File: config.mk
export PLATFORM = sky130hd
export DESIGN_NAME = usb_out_ep_ctrl
export DESIGN_NICKNAME = d
export VERILOG_FILES = /design/src/rtl/usb_out_ep_pkg.sv /design/src/rtl/ep_slot_queue.sv /design/src/rtl/ep_ctrl_regs.sv /design/src/rtl/ep_dma_req.sv /design/src/rtl/usb_out_ep_ctrl.sv
export SDC_FILE = /design/constraint.sdc
export NUM_CORES = 1
export LEC_CHECK = 0
export BUFFER_PORTS_ARGS = -buffer_cell sky130_fd_sc_hd__clkbuf_2
export CORE_MARGIN = 5
export CORE_UTILIZATION = 35
export CTS_CLUSTER_SIZE = 16
export DETAILED_ROUTE_END_ITERATION = 8
export PLACE_DENSITY_LB_ADDON = 0.12
export SYNTH_ARGS = -nofsm -noshare
export SYNTH_HDL_FRONTEND = slang
export SYNTH_SLANG_ARGS = --single-unit
File: constraint.sdc
create_clock -name clk -period 6 [get_ports clk]
set_input_delay 0.3 -clock clk [delete_from_list [all_inputs] [get_ports clk]]
set_output_delay 0.3 -clock clk [all_outputs]
set_load 0.02 [all_outputs]
File: src/rtl/usb_out_ep_pkg.sv
package usb_out_ep_pkg;
  localparam logic ADDR_STAT = 1'b0;
  localparam logic ADDR_CTRL = 1'b1;
  localparam int B_AUTO   = 0;
  localparam int B_ISO    = 1;
  localparam int B_DMAEN  = 2;
  localparam int B_NYOFF  = 3;
  localparam int B_DUAL   = 4;
  localparam int B_SBUF   = 5;
  localparam int B_INCOMP = 6;

  typedef struct packed {
    logic single_buf;
    logic dma_mode;
    logic nyet_off;
    logic dma_en;
    logic iso;
    logic auto_clr;
  } ep_cfg_t;
endpackage

File: src/rtl/ep_slot_queue.sv
// Packet slot tracker. SLOTS must be a power of two, at least 2.
module ep_slot_queue #(
  parameter int SLOTS = 2,
  parameter int CNT_W = 11
) (
  input  logic             clk,
  input  logic             rst,
  input  logic             push,
  input  logic [CNT_W-1:0] push_len,
  input  logic             push_inc,
  input  logic             single_buf,
  input  logic             sw_pop,
  input  logic             auto_clr,
  input  logic [CNT_W-1:0] maxp,
  input  logic             rd_strobe,
  output logic             nonempty,
  output logic             full,
  output logic [CNT_W-1:0] head_len,
  output logic             head_inc,
  output logic [CNT_W-1:0] unl
);
  localparam int PTR_W = (SLOTS > 1) ? $clog2(SLOTS) : 1;
  localparam int CW    = $clog2(SLOTS + 1);

  logic [CNT_W-1:0] len_mem [SLOTS];
  logic             inc_mem [SLOTS];
  logic [PTR_W-1:0] wr_ptr, rd_ptr;
  logic [CW-1:0]    cnt;
  logic             do_push, rd_ok, last_byte, auto_pop, do_pop;
  logic [CNT_W-1:0] unl_inc;

  assign nonempty  = (cnt != '0);
  assign full      = single_buf ? nonempty : (cnt == CW'(SLOTS));
  assign head_len  = len_mem[rd_ptr];
  assign head_inc  = inc_mem[rd_ptr];
  assign do_push   = push & ~full;
  assign rd_ok     = rd_strobe & nonempty & (unl < head_len);
  assign unl_inc   = unl + 1'b1;
  assign last_byte = rd_ok & (unl_inc == head_len);
  assign auto_pop  = last_byte & auto_clr & (head_len == maxp);
  assign do_pop    = nonempty & (sw_pop | auto_pop);

  // Slot storage without reset, so it maps onto distributed RAM.
  always_ff @(posedge clk) begin
    if (do_push) begin
      len_mem[wr_ptr] <= push_len;
      inc_mem[wr_ptr] <= push_inc;
    end
  end

  always_ff @(posedge clk) begin
    if (rst) begin
      wr_ptr <= '0;
      rd_ptr <= '0;
      cnt    <= '0;
      unl    <= '0;
    end else begin
      if (do_push) wr_ptr <= wr_ptr + 1'b1;
      if (do_pop)  rd_ptr <= rd_ptr + 1'b1;
      cnt <= cnt + CW'(do_push) - CW'(do_pop);
      if (do_pop)      unl <= '0;
      else if (rd_ok)  unl <= unl_inc;
    end
  end

  // a packet arriving while full never adds to the occupancy
  a_r2_no_grow_when_full: assert property (@(posedge clk) disable iff (rst)
    (push && full) |=> (cnt <= $past(cnt)));
  // unloaded count never passes the current packet length
  a_r8_unl_in_bound: assert property (@(posedge clk) disable iff (rst)
    nonempty |-> (unl <= head_len));
  // with nothing held, no unload progress is recorded
  a_r11_idle_unl_zero: assert property (@(posedge clk) disable iff (rst)
    !nonempty |-> (unl == '0));
endmodule

File: src/rtl/ep_ctrl_regs.sv
module ep_ctrl_regs
  import usb_out_ep_pkg::*;
(
  input  logic    clk,
  input  logic    rst,
  input  logic    wr_en,
  input  logic    addr,
  input  logic [7:0] wdata,
  input  logic    rx_valid,
  input  logic    rx_pid_err,
  input  logic    pkt_rdy,
  input  logic    head_inc,
  output ep_cfg_t cfg,
  output logic    sw_pop,
  output logic [7:0] rdata
);
  logic pid_err;
  logic wr_ctrl;
  logic unused_wbits;

  assign wr_ctrl      = wr_en & (addr == ADDR_CTRL);
  assign sw_pop       = wr_en & (addr == ADDR_STAT) & ~wdata[0];
  assign unused_wbits = ^wdata[7:6];

  always_ff @(posedge clk) begin
    if (rst) begin
      cfg     <= '0;
      pid_err <= 1'b0;
    end else begin
      if (wr_ctrl) begin
        cfg.auto_clr   <= wdata[B_AUTO];
        cfg.iso        <= wdata[B_ISO];
        cfg.dma_en     <= wdata[B_DMAEN];
        cfg.nyet_off   <= wdata[B_NYOFF];
        cfg.single_buf <= wdata[B_SBUF];
        if (!cfg.iso) cfg.dma_mode <= wdata[B_DUAL];
      end
      if (rx_valid && rx_pid_err && cfg.iso)          pid_err <= 1'b1;
      else if (wr_ctrl && cfg.iso && !wdata[B_DUAL])  pid_err <= 1'b0;
    end
  end

  always_comb begin
    rdata = '0;
    if (addr == ADDR_STAT) begin
      rdata[0] = pkt_rdy;
    end else begin
      rdata[B_AUTO]   = cfg.auto_clr;
      rdata[B_ISO]    = cfg.iso;
      rdata[B_DMAEN]  = cfg.dma_en;
      rdata[B_NYOFF]  = cfg.nyet_off;
      rdata[B_DUAL]   = cfg.iso ? pid_err : cfg.dma_mode;
      rdata[B_SBUF]   = cfg.single_buf;
      rdata[B_INCOMP] = cfg.iso & pkt_rdy & head_inc;
    end
  end

  // the PID-error flag only rises after a cycle spent in isochronous mode
  a_r9_pid_iso_only: assert property (@(posedge clk) disable iff (rst)
    $rose(pid_err) |-> $past(cfg.iso));
endmodule

File: src/rtl/ep_dma_req.sv
module ep_dma_req #(
  parameter int CNT_W = 11
) (
  input  logic             enable,
  input  logic             full_only,
  input  logic             nonempty,
  input  logic [CNT_W-1:0] head_len,
  input  logic [CNT_W-1:0] unl,
  input  logic [CNT_W-1:0] maxp,
  output logic             req
);
  logic qualifies;
  assign qualifies = ~full_only | (head_len == maxp);
  assign req = enable & nonempty & (unl < head_len) & qualifies;
endmodule

File: src/rtl/usb_out_ep_ctrl.sv
module usb_out_ep_ctrl
  import usb_out_ep_pkg::*;
#(
  parameter int SLOTS = 2,
  parameter int CNT_W = 11
) (
  input  logic             clk,
  input  logic             rst,
  input  logic             rx_valid,
  input  logic [CNT_W-1:0] rx_len,
  input  logic             rx_pid_err,
  input  logic             rx_incomplete,
  input  logic [CNT_W-1:0] maxp,
  input  logic             rd_strobe,
  input  logic             cpu_wr,
  input  logic             cpu_addr,
  input  logic [7:0]       cpu_wdata,
  output logic [7:0]       cpu_rdata,
  output logic             hs_valid,
  output logic             hs_nyet,
  output logic             dma_req,
  output logic             pkt_rdy
);
  ep_cfg_t          cfg;
  logic             sw_pop, nonempty, full, head_inc;
  logic [CNT_W-1:0] head_len, unl;

  assign pkt_rdy = nonempty;

  ep_ctrl_regs u_regs (
    .clk(clk), .rst(rst), .wr_en(cpu_wr), .addr(cpu_addr), .wdata(cpu_wdata),
    .rx_valid(rx_valid), .rx_pid_err(rx_pid_err), .pkt_rdy(nonempty),
    .head_inc(head_inc), .cfg(cfg), .sw_pop(sw_pop), .rdata(cpu_rdata)
  );

  ep_slot_queue #(.SLOTS(SLOTS), .CNT_W(CNT_W)) u_q (
    .clk(clk), .rst(rst), .push(rx_valid), .push_len(rx_len),
    .push_inc(rx_incomplete & cfg.iso), .single_buf(cfg.single_buf),
    .sw_pop(sw_pop), .auto_clr(cfg.auto_clr), .maxp(maxp), .rd_strobe(rd_strobe),
    .nonempty(nonempty), .full(full), .head_len(head_len), .head_inc(head_inc),
    .unl(unl)
  );

  ep_dma_req #(.CNT_W(CNT_W)) u_dma (
    .enable(cfg.dma_en), .full_only(cfg.dma_mode), .nonempty(nonempty),
    .head_len(head_len), .unl(unl), .maxp(maxp), .req(dma_req)
  );

  always_ff @(posedge clk) begin
    if (rst) begin
      hs_valid <= 1'b0;
      hs_nyet  <= 1'b0;
    end else begin
      hs_valid <= rx_valid;
      hs_nyet  <= rx_valid & ~cfg.iso & ~cfg.nyet_off & full;
    end
  end

  // every received packet gets a handshake decision one cycle later
  a_r3_hs_follows_rx: assert property (@(posedge clk) disable iff (rst)
    rx_valid |=> hs_valid);
  // NYET is only ever a qualified handshake
  a_r3_nyet_has_valid: assert property (@(posedge clk) disable iff (rst)
    hs_nyet |-> hs_valid);
  // a DMA request always refers to a waiting packet
  a_r7_dma_needs_pkt: assert property (@(posedge clk) disable iff (rst)
    dma_req |-> pkt_rdy);
endmodule

==> metrics.md, run 1 <==
| Metric | Value |
|---|---|
| Final non-filler cell total | about 430 |
| Max IR drop VDD | roughly 0.15 mV |
| Hold path start | rx_len[9] |
| Slew Limit Fails | 0 |
| Die width | between 100 and 150 um |
| # resized after CTS | 0 |
| Fillers | about 800 |
| Ratio of cells with drive above 1 in the final layout | 22.3% |
| CP startpoint kind | flop |
| Vias in the first global route | 2131 |
| CP Cell Sequence | mux2i_1 -> ha_1 -> and4_1 -> o31a_1 -> or4_1 -> a2111oi_4 -> a32o_2 -> ha_1 -> inv_1 -> ha_1 -> xor2_1 -> xnor2_1 -> nor2_1 |
| Post-CTS Setup Bufs | 0 |
| Nets@finish | 374 |
| Commonest cells in the synthesized netlist | 26 x xnor2_1, 25 x dfxtp_1, 24 x edfxtp_1 |
| CTS max path bufs | 2 |
| Critical path class | reg2reg |
| I/O pin count | 50 |
| Die area | 10300 um2 |
| Fin crit period | 4760 ps |
| Via density | between 5 and 6 |
| Cell-internal power | between 500 and 600 uW |
| Die Ht | just over 100 um |
| Reg2reg end | u_q.cnt[1] |
| Slowest CP cell | or4_1 |
| Synthesized area per cell | 10.2 um2 |
| Final setup viols | 0 |
| Reg-to-reg setup timing slack | between 1000 and 1500 ps |
| Most used cell along the critical path | ha_1 |
| Max H-tree Level | 2 |
| Top FF cell, synth | dfxtp_1 |
| Sw Share | between 30 and 40% |
| Fin. Hold Viols | 0 |
| Share of flip-flops with an asynchronous set or reset | 0% |
| Number of flops mapped to enable cells by yosys | 24 |
| Antenna cells | 0 |
| Core area | just over 8000 um2 |
| Final wirelength | between 6000 and 7000 um |
| Arrival time of the worst setup path | 4960 ps |
| Clock Skews | 4.00 ps |
| Pin count of the biggest net entering global routing | 20 |
| Worst-path maximum fanout | 19 |
| Setup ws final | 1240 ps |
| CP endpoint kind | flop |
| Yosys top cell area share | between 20% and 30% |
| Clock slew at reported path FFs | 90 ps |
| Total number of vias | 2165 |
| Worst Path Required | 6190 ps |
| Initial DRC count | 87 |
| Root Buffer | clkbuf_8 |
| Power density over the cells | about 270 nW/um2 |
| Leakage | 1.27 nW |
| Synthesized flop and latch total | 49 |
| Total of max-cap violations | 0 |
| Sequential cell fraction of total power | 48.8% |
| Hold Buf Count CTS | 0 |
| Setup TNS | 0 ps |
| Type of the worst min-delay path | in2reg |
| Drt first pass iters | 4 |
| Post-route clock period utilization | between 70 and 80% |
| Cells on worst reg2reg path | 13 |
| Synth Instances | 285 |
| Overflow after GRT | 0 |
| Remaining DRCs | 0 |
| Gr usage total | 12.9% |
| Dpl cells | 420 |
| Max Clock Freq | 0.210 GHz |
| TritonCTS clock tree | yes |
| Clk_lat worst skew | about 300 ps |
| ANT nets after route | 0 |
| Dpl hpwl | about 5000 um |
| Status | complete, no violations |
| Comb power frac | 28.8% |
| CTS buffer count | 5 |
| Pre-CTS WS | ~1200 ps |
| Avg WL per Cell | between 10 and 15 um |
| Initial antenna violation count | 0 |
| Count leader, synth | xnor2_1 |
| Worst Tran Pin Value | 1170 ps |
| Ranking of synthesized cells by area | edfxtp_1 25%, dfxtp_1 17%, xnor2_1 7.8%, ha_1 6.0%, nand3_1 3.4% |
| P&R area growth vs syn | 12.9% |
| Sequential share of the synthesized area | between 40% and 50% |
| First-pass GRT wire length | around 10000 um |
| Hold Path Depth | 1 |
| Hold Path End | u_q.len_mem[1][9] |
| Relative slew margins | between 20% and 30% |
| Initial core utilization | 35.7% |
| Synth cell types | 56 |
| Sw power | 301 uW |
| CTS Sinks | 49 |
| Max incr delay on CP | 890 ps |
| # rows | 33 |
| Cell area after synthesis | slightly below 3000 um2 |
| Port Buf Inserts | 46 |
| Synth area leader | edfxtp_1 |
| Warnings, synthesis | 0 |
| Syn nets | 337 |
| RSZ-0062 raised after global routing | false |
| Clock power share | 22.3% |
| RePlAce Congestion | 0.754 |
-- cell type report --
class | instances | area [um2] | share of cell area (%)
multi-input cells | 212 | 1580 | 48.1
flip-flops and latches | 49 | 1220 | 37.1
well taps | 105 | 131 | 3.99
clock inverters | 3 | 21.3 | 0.646
inverters | 7 | 26.3 | 0.798
clock buffers | 5 | 68.8 | 2.09
repair buffers | 47 | 238 | 7.22
-- cell families after synthesis --
family,share of synthesized area [%]
other,0.129
flip-flops,41.9
multiplexers,8.63
XOR/XNOR,9.31
AND/OR/NAND/NOR,21.2
AO/OA/AOI/OAI,9.06
buffers and inverters,3.78
adder cells (fa/ha/maj),6.01
-- power by group through the flow --
stage,sequential [mW],combinational (mW),clock (mW)
after floorplan,0.424,0.212,0
after global placement,0.443,0.258,0
after detailed placement,0.443,0.260,0
after CTS,0.435,0.261,0.205
after global routing,0.441,0.289,0.222
final,0.435,0.257,0.199
-- per-layer routing --
layer | share of wire (%) | global-route usage [%] | wire [um] | up-vias
li1 | - | - | - | 1120
met1 | 46 | 16.2 | 2910 | 1005
met2 | 49 | 22.1 | 3110 | 33
met3 | 4.2 | 3.37 | 269 | 7
met4 | 0.90 | 2.86 | 57 | 0
met5 | 0 | 0 | 0 | -
-- layout by cell type (no fill, tap or decap), types with 7 or more instances in the layout --
| cell type | n |
|---|---|
| nand2_1 | 18 |
| o21ai_0 | 10 |
| a21oi_1 | 13 |
| xnor2_1 | 26 |
| nor2_1 | 13 |
| clkbuf_2 | 46 |
| dfxtp_1 | 25 |
| inv_1 | 7 |
| nand3_1 | 20 |
| nor4_1 | 10 |
| and3_1 | 11 |
| edfxtp_1 | 24 |
| ha_1 | 14 |
-- how the worst max path moves through the flow --
stage	end	slack (ps)	startpoint
2_1_floorplan	u_q.cnt[1]	2230	flop
3_3_place_gp	u_q.cnt[1]	1240	flop
3_5_place_dp	u_q.cnt[1]	1200	flop
4_1_cts	u_q.cnt[1]	1200	flop
5_1_grt	u_q.cnt[1]	970	flop
6_report	u_q.cnt[1]	1240	flop
-- critical path, delay by kind of cell (launching register included) --
| kind | cells | cell delay, ps |
|---|---|---|
| AND/OR/NAND/NOR | 3 | 1140 |
| flip-flops | 1 | 850 |
| AO/OA/AOI/OAI | 3 | 850 |
| multiplexers | 1 | 700 |
| adder cells (fa/ha/maj) | 3 | 720 |
| XOR/XNOR | 2 | 320 |
| buffers and inverters | 1 | 50 |
-- sequential cells by signal, summed over array words and instances, names as in the netlist, named ones only --
| name | flops |
|---|---|
| hs_nyet | 1 |
| u_q.unl | 11 |
| u_regs.pid_err | 1 |
| u_q.wr_ptr | 1 |
| u_q.len_mem | 22 |
| u_q.rd_ptr | 1 |
| u_q.inc_mem | 2 |
| u_regs.cfg | 6 |
| hs_valid | 1 |
| u_q.cnt | 2 |
-- metrics by stage --
step	hold WS, ps	util (%)	area [um2]	total power, mW
after floorplan	379	-	2920	0.636
after global placement	469	39.1	3200	0.701
after detailed placement	471	39.1	3200	0.703
after CTS	173	40.3	3290	0.902
after global routing	161	40.3	3290	0.952
final	182	40.3	3290	0.891
Power figures use the tool's default switching activity.
==> run 2: changes to the inputs <==
--- a/config.mk
+++ b/config.mk
@@ -5,6 +5,7 @@
 export SDC_FILE = /design/constraint.sdc
 export NUM_CORES = 1
 export LEC_CHECK = 0
+export ABC_AREA = 1
 export BUFFER_PORTS_ARGS = -buffer_cell sky130_fd_sc_hd__clkbuf_2
 export CORE_MARGIN = 5
 export CORE_UTILIZATION = 35
==> constraint.sdc (replaced) <==
create_clock -name clk -period 4 [get_ports clk]
set_input_delay 0.2 -clock clk [delete_from_list [all_inputs] [get_ports clk]]
set_output_delay 0.2 -clock clk [all_outputs]
set_load 0.02 [all_outputs]
==> run 2 against run 1 <==
  * First-iteration DRC count fell by 20%
  * Area after synthesis rose by 1.3%
  * Routed wire length up 4.4%
  * Worst setup slack worse by 530 ps
  * Cell area increased by 2.1%
  * Sequential share of layout area down 0.77 points
  * Global-route usage rose by 0.66 points
  * Final cell count grew 32%
  * Register-to-register slack got worse by 530 ps
  * Via count rose by 18%
==> metrics.md, run 2 <==
| Metric | Value |
|---|---|
| # rows | 33 |
| Initial antenna violation count | 0 |
| Area of the multi-input gates | 1410 um2 |
| Top FF cell, synth | dfxtp_1 |
| Syn nets | 462 |
| Clk_lat worst skew | 310 ps |
| Total of max-cap violations | 0 |
| Warnings, synthesis | 0 |
| Fillers | roughly 860 |
| Number of flops mapped to enable cells by yosys | 24 |
| Sequential share of the synthesized area | 41.3% |
| Antenna cells | 0 |
| Ranking of synthesized cells by area | edfxtp_1 24%, dfxtp_1 17%, nand2_1 16%, inv_1 8.6%, ha_1 5.9% |
| CP endpoint kind | flop |
| Avg WL per Cell | 11.7 um |
| Hold Buf Count CTS | 0 |
| Fin. Hold Viols | 0 |
| Max IR drop VDD | 0.162 mV |
| Remaining DRCs | 0 |
| CTS max path bufs | 2 |
| Share of flip-flops with an asynchronous set or reset | 0% |
| Cell area after synthesis | 2950 um2 |
| Synth Instances | 410 |
| Biggest regs | u_q.len_mem x22, u_q.unl x11, u_regs.cfg x6 |
| Synth cell types | 29 |
| Max FFs per register | 22 |
| GRT busiest layer | met2 |
| XOR/XNOR share of the synthesized area | 0.593% |
| Yosys top cell area share | 24.4% |
| CTS buffer count | 5 |
| Reg area | 1220 um2 |
| Die Ht | 102 um |
| Cells on worst reg2reg path | 23 |
| Leakage | about 1.6 nW |
| Worst-path maximum fanout | 14 |
| Sw Share | between 30% and 40% |
| Commonest non-fill, non-tap cell in the layout | nand2_1 |
| Initial core utilization | 36.0% |
| Worst Path Required | 4240 ps |
| Synth area leader | edfxtp_1 |
| Initial DRC count | 70 |
| Pre-CTS WS | 689 ps |
| Max Clock Freq | 0.303 GHz |
| Commonest cells in the synthesized netlist | 129 x nand2_1, 68 x inv_1, 33 x nor2_1 |
| Clock power share | 21.9% |
| Met3 usage | about 2.9% |
| Fin crit period | roughly 3300 ps |
| Reg-to-reg setup timing slack | 700 ps |
| Design Power | ~1.4 mW |
| CP startpoint kind | flop |
| Hold path start | rx_len[9] |
| Type of the worst min-delay path | in2reg |
| RePlAce Congestion | 0.823 |
| Critical path class | reg2reg |
| Adder and majority gate portion of the synthesized area | 5.93% |
| Die width | slightly above 100 um |
| Nets@finish | 510 |
| Vias in the first global route | 2379 |
| Met1 usage | 17.6% |
| Post-layout util | approximately two fifths |
| Count leader, synth | nand2_1 |
| Reg2reg end | u_q.cnt[1] |
| First-pass GRT wire length | 10900 um |
| Sw power | 513 uW |
| Main combinational cell family by area after synthesis | simple AND/OR/NAND/NOR gates |
| Post-route clock period utilization | 82.4% |
| # resized after CTS | 0 |
| Sequential cell fraction of total power | 45.9% |
| Met2 usage | 22.4% |
| Arrival time of the worst setup path | 3530 ps |
| Setup ws final | roughly 700 ps |
| Power density over the cells | between 400 and 500 nW/um2 |
| WHS | 78.2 ps |
| Total number of vias | 2551 |
| Dpl hpwl | 5290 um |
| ANT nets after route | 0 |
| Gr usage total | 13.5% |
| Compound-Gate Fraction of Synth Area | 7.84% |
| Simple-gate area share of the yosys netlist | 33.2% |
| Status | complete, no violations |
| Max H-tree Level | 2 |
| Worst setup endpoint | u_q.cnt[1] |
| Synthesized flop and latch total | 49 |
| Final wirelength | 6620 um |
| Most flops, register | u_q.len_mem |
| Mux share of post-synthesis cell area | 0% |
| Cell-internal power | between 800 and 900 uW |
| Overflow after GRT | 0 |
| Setup TNS | 0 ps |
| Synthesized area per cell | 7.21 um2 |
| Relative slew margins | between 20 and 25% |
| Port Buf Inserts | 46 |
| I/O pin count | 50 |
| P&R area growth vs syn | 13.8% |
| TritonCTS clock tree | yes |
| Pin count of the biggest net entering global routing | 17 |
| RSZ-0062 raised after global routing | false |
| Worst Tran Pin Value | 1150 ps |
| Die area | 10400 um2 |
| Most frequent cells in the layout | 129 x nand2_1, 68 x inv_1, 46 x clkbuf_2, 33 x nor2_1, 29 x nand3_1 |
| Core area | 8220 um2 |
| Clock slew at reported path FFs | 90 ps |
| Root Buffer | clkbuf_8 |
| Clock Skews | 11.7 ps |
| CTS Sinks | 49 |
| Drt first pass iters | 4 |
| Ratio of cells with drive above 1 in the final layout | 18.1% |
| Slew Limit Fails | 0 |
| Comb power frac | 32.2% |
| Final setup viols | 0 |
| Via density | 4.52 |
| Post-CTS Setup Bufs | 0 |
## run 2: how the worst min path moves through the flow
| stage | depth (start not counted) | slack (ps) | to |
|---|---|---|---|
| finish | 1 | 80 | u_q.len_mem[0][9] |
| global route | 1 | 60 | u_q.len_mem[0][0] |
| detailed placement | 1 | 390 | u_q.len_mem[0][9] |
| floorplan | 1 | 270 | u_regs.cfg[4] |
| global placement | 1 | 390 | u_q.len_mem[0][8] |
| CTS | 1 | 70 | u_q.len_mem[1][8] |
## run 2: stage by stage
stage	instances	instance area, um2
after global routing	564	3360
after CTS	564	3360
final	564	3360
after floorplan	410	2950
after global placement	556	3270
after detailed placement	556	3270
## run 2: cell type report
| class | instances | area share, % |
|---|---|---|
| multi-input combinational | 284 | 41.9 |
| timing repair buffer | 48 | 7.30 |
| inverter | 70 | 7.89 |
| clock buffer | 5 | 2.05 |
| clock inverter | 3 | 0.633 |
| tap | 105 | 3.91 |
| sequential | 49 | 36.3 |
## run 2: critical path, cell delays in order (launching register included)
cell	delay, ps
dfxtp_1	620
inv_4	180
nand2_1	120
nand2_1	150
ha_1	330
nand2_1	60
inv_1	40
nand2_1	80
inv_1	40
nand2_1	60
nand3_1	120
nor2_2	120
nand3_1	80
nor2_1	100
nand2_1	70
nand2_2	80
nand2_2	60
inv_1	70
ha_1	220
inv_1	60
ha_1	150
xor2_1	180
o21ai_0	100
a21oi_1	120
## run 2: layer usage
layer  vias to the layer above  part of all wire (%)
met5                         -                     0
met4                         0                   1.7
met3                        13                   4.0
met2                        43                    47
met1                      1110                    47
li1                       1385                     -
## run 2: power by group through the flow
stage / logic (mW) / clock network (mW) / registers, mW
floorplan: 0.331 / 0 / 0.643
global placement: 0.447 / 0 / 0.649
detailed placement: 0.454 / 0 / 0.650
CTS: 0.455 / 0.320 / 0.638
global route: 0.519 / 0.337 / 0.646
finish: 0.447 / 0.304 / 0.638
## run 2: cells by family (layout without fill, tap and decap cells)
family / after synthesis / in the layout
and+or+nand+nor: 225 / 225
buffers and inverters: 77 / 126
DFF: 49 / 49
AOI/OAI and AO/OA: 42 / 42
adders and majority gates: 14 / 14
xor gates and xnor gates: 2 / 2
other: 1 / 1
